[config.mk]
export PLATFORM = sky130hd
export DESIGN_NAME = rx_bist_monitor
export DESIGN_NICKNAME = d
export VERILOG_FILES = /design/src/rtl/bistmon_pkg.sv /design/src/rtl/bistmon_lfsr.sv /design/src/rtl/bistmon_ctrl.sv /design/src/rtl/rx_bist_monitor.sv
export SDC_FILE = /design/constraint.sdc
export NUM_CORES = 1
export LEC_CHECK = 0
export ABC_AREA = 1
export BUFFER_PORTS_ARGS = -buffer_cell sky130_fd_sc_hd__buf_2
export CORE_UTILIZATION = 50
export CTS_BUF_LIST = sky130_fd_sc_hd__clkbuf_4
export DETAILED_ROUTE_END_ITERATION = 8
export PLACE_DENSITY_LB_ADDON = 0.08
export SLEW_MARGIN = 30
export SYNTH_ARGS = -nofsm -noshare
export SYNTH_HDL_FRONTEND = slang
export SYNTH_SLANG_ARGS = --single-unit
export TNS_END_PERCENT = 10
[constraint.sdc]
create_clock -name clk -period 1.8 [get_ports clk]
set_input_delay 0.36 -clock clk [delete_from_list [all_inputs] [get_ports clk]]
set_output_delay 0.36 -clock clk [all_outputs]
set_load 0.01 [all_outputs]
[src/rtl/bistmon_pkg.sv]
package bistmon_pkg;
  localparam logic [2:0] CODE_CMP_A  = 3'b000;
  localparam logic [2:0] CODE_CMP_B  = 3'b001;
  localparam logic [2:0] CODE_DONE   = 3'b010;
  localparam logic [2:0] CODE_WAIT   = 3'b100;
  localparam logic [2:0] CODE_START  = 3'b101;
  localparam logic [2:0] CODE_ERROR  = 3'b110;
  localparam logic [2:0] CODE_UNLOCK = 3'b111;

  localparam logic [1:0] CTL_CHECK = 2'b10;

  typedef enum logic {PH_HUNT = 1'b0, PH_RUN = 1'b1} phase_e;
endpackage

[src/rtl/bistmon_lfsr.sv]
module bistmon_lfsr #(
  parameter int unsigned W = 10,
  parameter logic [W-1:0] SEED = '1,
  parameter logic [W-1:0] TAP_MASK = 10'h240
) (
  input  logic         clk,
  input  logic         rst_n,
  input  logic         load,
  input  logic         advance,
  output logic [W-1:0] value
);
  logic [W-1:0] reg_q;
  logic         fb;

  assign fb    = ^(reg_q & TAP_MASK);
  assign value = reg_q;

  always_ff @(posedge clk or negedge rst_n) begin
    if (!rst_n)       reg_q <= SEED;
    else if (load)    reg_q <= SEED;
    else if (advance) reg_q <= {reg_q[W-2:0], fb};
  end

  // a nonzero seed must never decay into the all-zero lock-up state
  assert_never_zero_R4: assert property (@(posedge clk) disable iff (!rst_n)
    reg_q != '0);
endmodule

[src/rtl/bistmon_ctrl.sv]
module bistmon_ctrl
  import bistmon_pkg::*;
#(
  parameter int unsigned CHAR_W = 10,
  parameter int unsigned SEQ_LEN = 16,
  parameter logic [CHAR_W-1:0] START_CHAR = 10'h0FA
) (
  input  logic              clk,
  input  logic              rst_n,
  input  logic [1:0]        bist_ctl,
  input  logic [CHAR_W-1:0] rx_char,
  input  logic              rx_valid,
  input  logic              pll_locked,
  input  logic [CHAR_W-1:0] expected,
  output logic              pat_load,
  output logic              pat_adv,
  output logic [2:0]        status_o
);
  localparam int unsigned CNT_W = (SEQ_LEN > 1) ? $clog2(SEQ_LEN) : 1;
  localparam logic [CNT_W-1:0] LAST_IDX = CNT_W'(SEQ_LEN - 1);

  phase_e           phase_q;
  logic [CNT_W-1:0] cnt_q;
  logic             alt_q;
  logic [2:0]       stat_q;

  logic in_check, take, is_start, is_match, is_last;

  assign in_check = (bist_ctl == CTL_CHECK);
  assign take     = in_check && pll_locked && rx_valid;
  assign is_start = (rx_char == START_CHAR);
  assign is_match = (rx_char == expected);
  assign is_last  = (cnt_q == LAST_IDX);
  assign pat_load = take && (phase_q == PH_HUNT) && is_start;
  assign pat_adv  = take && (phase_q == PH_RUN) && is_match && !is_last;
  assign status_o = stat_q;

  always_ff @(posedge clk or negedge rst_n) begin
    if (!rst_n) begin
      phase_q <= PH_HUNT;
      cnt_q   <= '0;
      alt_q   <= 1'b0;
      stat_q  <= CODE_WAIT;
    end else if (!in_check) begin
      phase_q <= PH_HUNT;
      if (rx_valid) stat_q <= {1'b0, rx_char[0], rx_char[1]};
    end else if (!pll_locked) begin
      phase_q <= PH_HUNT;
      stat_q  <= CODE_UNLOCK;
    end else if (rx_valid) begin
      if (phase_q == PH_HUNT) begin
        if (is_start) begin
          phase_q <= PH_RUN;
          cnt_q   <= '0;
          alt_q   <= 1'b0;
          stat_q  <= CODE_START;
        end else begin
          stat_q  <= CODE_WAIT;
        end
      end else if (!is_match) begin
        phase_q <= PH_HUNT;
        stat_q  <= CODE_ERROR;
      end else if (is_last) begin
        phase_q <= PH_HUNT;
        stat_q  <= CODE_DONE;
      end else begin
        cnt_q   <= cnt_q + 1'b1;
        alt_q   <= ~alt_q;
        stat_q  <= alt_q ? CODE_CMP_B : CODE_CMP_A;
      end
    end
  end

  // lock loss while checking wins over every other code
  assert_unlock_wins_R7: assert property (@(posedge clk) disable iff (!rst_n)
    (in_check && !pll_locked) |=> (status_o == CODE_UNLOCK));
  // outside check mode the pins carry character bits 0 and 1
  assert_passthrough_R1: assert property (@(posedge clk) disable iff (!rst_n)
    (!in_check && rx_valid) |=> (status_o == {1'b0, $past(rx_char[0]), $past(rx_char[1])}));
  // a gap cycle changes nothing visible
  assert_gap_hold_R8: assert property (@(posedge clk) disable iff (!rst_n)
    (in_check && pll_locked && !rx_valid) |=> $stable(status_o));
  // a character differing from the generator output is flagged
  assert_mismatch_flag_R6: assert property (@(posedge clk) disable iff (!rst_n)
    (take && phase_q == PH_RUN && rx_char != expected) |=> (status_o == CODE_ERROR));
  // a start character seen while hunting is reported
  assert_start_seen_R3: assert property (@(posedge clk) disable iff (!rst_n)
    (take && phase_q == PH_HUNT && rx_char == START_CHAR) |=> (status_o == CODE_START));
endmodule

[src/rtl/rx_bist_monitor.sv]
module rx_bist_monitor #(
  parameter int unsigned CHAR_W = 10,
  parameter int unsigned SEQ_LEN = 16,
  parameter logic [CHAR_W-1:0] START_CHAR = 10'h0FA,
  parameter logic [CHAR_W-1:0] SEED = 10'h3FF,
  parameter logic [CHAR_W-1:0] TAP_MASK = 10'h240
) (
  input  logic              clk,
  input  logic              rst_n,
  input  logic [1:0]        bist_ctl,
  input  logic [CHAR_W-1:0] rx_char,
  input  logic              rx_valid,
  input  logic              pll_locked,
  output logic [2:0]        status_o
);
  logic [CHAR_W-1:0] expected;
  logic              pat_load;
  logic              pat_adv;

  bistmon_lfsr #(.W(CHAR_W), .SEED(SEED), .TAP_MASK(TAP_MASK)) pat_i (
    .clk(clk), .rst_n(rst_n), .load(pat_load), .advance(pat_adv), .value(expected)
  );

  bistmon_ctrl #(.CHAR_W(CHAR_W), .SEQ_LEN(SEQ_LEN), .START_CHAR(START_CHAR)) ctrl_i (
    .clk(clk), .rst_n(rst_n), .bist_ctl(bist_ctl), .rx_char(rx_char),
    .rx_valid(rx_valid), .pll_locked(pll_locked), .expected(expected),
    .pat_load(pat_load), .pat_adv(pat_adv), .status_o(status_o)
  );
endmodule

==> flow_summary.yaml <==
global_routing:
  grt_antenna_before_repair: 0
  grt_pass1_vias: 1075
  grt_max_degree: 20
  overflow: 0
  grt_usage_pct: 23.03
  grt_pass1_wl_um: 4491
cts:
  clkTransAtPathRegs_ns: 0.11
  htreeDepth: 1
  cts_sinks: 19
  cts_tree: "built"
  cts_buffers: 3
  clkLatencyLatePin_ns: 0.30
  cts.path.max_buffers: 2
  cts_root_buffer: "clkbuf_4"
synthesis:
  synth_common_cells: "80 x nand2_1, 19 x inv_1, 16 x nor2_1, 13 x nand3_1, 11 x dfstp_2"
  synthCells: 182
  yosys.area.top_type: "nand2_1"
  ys_warn_count: 0
  ys_seq_area_share_pct: 39.74
  synth_area_leaders: "nand2_1 24%, dfstp_2 23%, dfrtp_1 16%"
  ys_types: 21
  synth_edf_count: 0
  synthArstFlopShare_pct: 100.0
  synth_top_area_share_pct: 24.39
  yosysMostFrequentCell: "nand2_1"
  syn_area_um2: 1231
  syn_nets: 199
  ys_ff_latch: 19
  syn-mean-instance-area_um2: 6.765
  ys.flop_type: "dfstp_2"
power_and_ir_drop:
  leakage_nw: 0.7795
  vdd_ir_drop_max_v: 0.0006227
  powerDensity_nw_per_um2: 557.5
  total_power_mw: 0.8015
floorplanning:
  fp.dieH_um: 51.62
  start_util_pct: 54.10
  core_area_um2: 2276
  io_pins: 19
  die_area_um2: 2665
  die_w_um: 51.62
  rows: 17
setup_path:
  critPathLaunchType: "flip-flop"
  cp.required_ns: 2.05
  cp-end-kind: "flip-flop"
  arrival_ns: 1.97
  timing.rr.end: "pat_i.value[4]"
  r2r_cells: 8
  r2r_slack_ns: 0.07
  reg2reg_from: "pat_i.value[6]"
  crit_fanout: 6
  crit_type: "flip-flop to flip-flop"
finish:
  final_cells: 238
  drive_above_1_share_pct: 22.38
  n_fill_cell: 213
  fin_util_pct: 63.17
  nets: 228
  postLayoutCellArea_um2: 1438
  antenna_cells: 0
  syn_to_final_growth_pct: 16.77
placement:
  place_area_um2: 1368
  hpwl_um: 2044
  place_congestion: 0.8231
  port_buffers: 18
  place_ws_ns: 0.03053
  dp.cells: 230
worst_hold_path:
  hp-start: "bist_ctl[0]"
  whs_path_depth: 4
  holdPathEnd: "ctrl_i.status_o[2]"
  hold_path_class: "input port to flip-flop"
detailed_routing:
  dr.pass1.iters: 4
  ant_nets: 0
  postRouteWirelength_um: 2798
  num_vias: 1204
  drt_drc_violations_left: 0
  drt_iter0_drc: 47
  wire_per_inst_um: 11.76
  viasPerCell: 5.059
run:
  drv_cap: 0
status:
  status: "finished clean"
timing:
  maxSlewViolCount: 0
  timing.final.crit_share_pct: 95.97
  hold_viol: 0
  finalCriticalPeriod_ns: 1.728
  maxSlewHeadroom_pct: 70.87
  skew_ns: 0.004255
  max_freq_mhz: 578.9
  final-setup-viol-count: 0
  worstMarginPinSlew_ns: 0.4370
  setup_ws_ns: 0.07245
-- per-layer routing --
layer	up-vias	track usage, %	share of wire (%)
met5	-	0	0
met4	0	9.459	1.6
met3	4	3.509	3.9
met2	35	38.31	46
met1	543	29.65	48
li1	622	-	-
-- what timing repair did --
item,CTS,global route
hold buffers,1,0
endpoints found under the hold margin,8,0
buffers inserted,0,3
setup endpoints to repair,0,15
resized for setup,0,2
-- placed cells by master, fill, tap and decap left out, drive strengths merged, types with 4 or more instances in the layout --
master,count
a21oi,6
nand3,14
dfstp,11
nand4,4
dfrtp,8
buf,25
clkbuf,4
nand2,81
xnor2,4
inv,22
nor2,16
-- flip-flops by register name, indices dropped and copies added (netlist names) --
signal           flops
ctrl_i.alt_q         1
ctrl_i.cnt_q         4
ctrl_i.phase_q       1
ctrl_i.status_o      3
pat_i.value         10
-- layout make-up --
cell class              instances  area (um^2)  share of cell area (%)
flip-flops and latches         19        489.2                   34.03
repair buffers                 26        152.6                   10.62
clock buffers                   4        30.03                   2.089
well taps                      28        35.03                   2.437
multi-input cells             139        648.1                   45.08
inverters                      22        82.58                   5.744
-- worst max-delay path: stages (launching register included) --
cell	delay (ns)
dfstp_2	0.55
xnor2_1	0.12
nand2_1	0.09
nor2_2	0.14
nand3_2	0.17
a21oi_4	0.29
buf_4	0.17
nand3_1	0.06
nand2_1	0.09
-- cells by family (layout without fill, tap and decap cells) --
| logic type | count (synthesis) | after routing | share of synthesized area (%) |
|---|---|---|---|
| xor+xnor | 7 | 7 | 4.980 |
| compound gates | 9 | 9 | 4.573 |
| fa+ha+maj | 1 | 1 | 1.016 |
| flops | 19 | 19 | 39.74 |
| simple gates | 122 | 122 | 41.46 |
| buf+inv | 24 | 52 | 8.232 |
-- power by group --
group / total [mW] / internal [mW] / switching (mW)
clock: 0.239 / 0.101 / 0.138
sequential: 0.455 / 0.446 / 0.00815
combinational: 0.108 / 0.0429 / 0.0647
total: 0.802 / 0.591 / 0.211
-- metrics by stage --
stage / hold WS (ns) / TNS [ns]
3_5_place_dp: 0.3298 / 0
2_1_floorplan: 0.06441 / 0
4_1_cts: 0.2976 / 0
5_1_grt: 0.3351 / -0.05583
3_3_place_gp: 0.3185 / 0
6_report: 0.2978 / 0
-- worst max path at each step --
| stage | startpoint | slack [ns] | end |
|---|---|---|---|
| floorplan | pat_i.value[6] | 0.35 | pat_i.value[0] |
| global placement | pat_i.value[6] | 0.08 | pat_i.value[9] |
| detailed placement | pat_i.value[6] | 0.03 | pat_i.value[8] |
| CTS | pat_i.value[6] | 0.01 | pat_i.value[7] |
| global route | pat_i.value[6] | -0.02 | pat_i.value[4] |
| finish | pat_i.value[6] | 0.07 | pat_i.value[4] |
(Power assumes the default switching activity.)
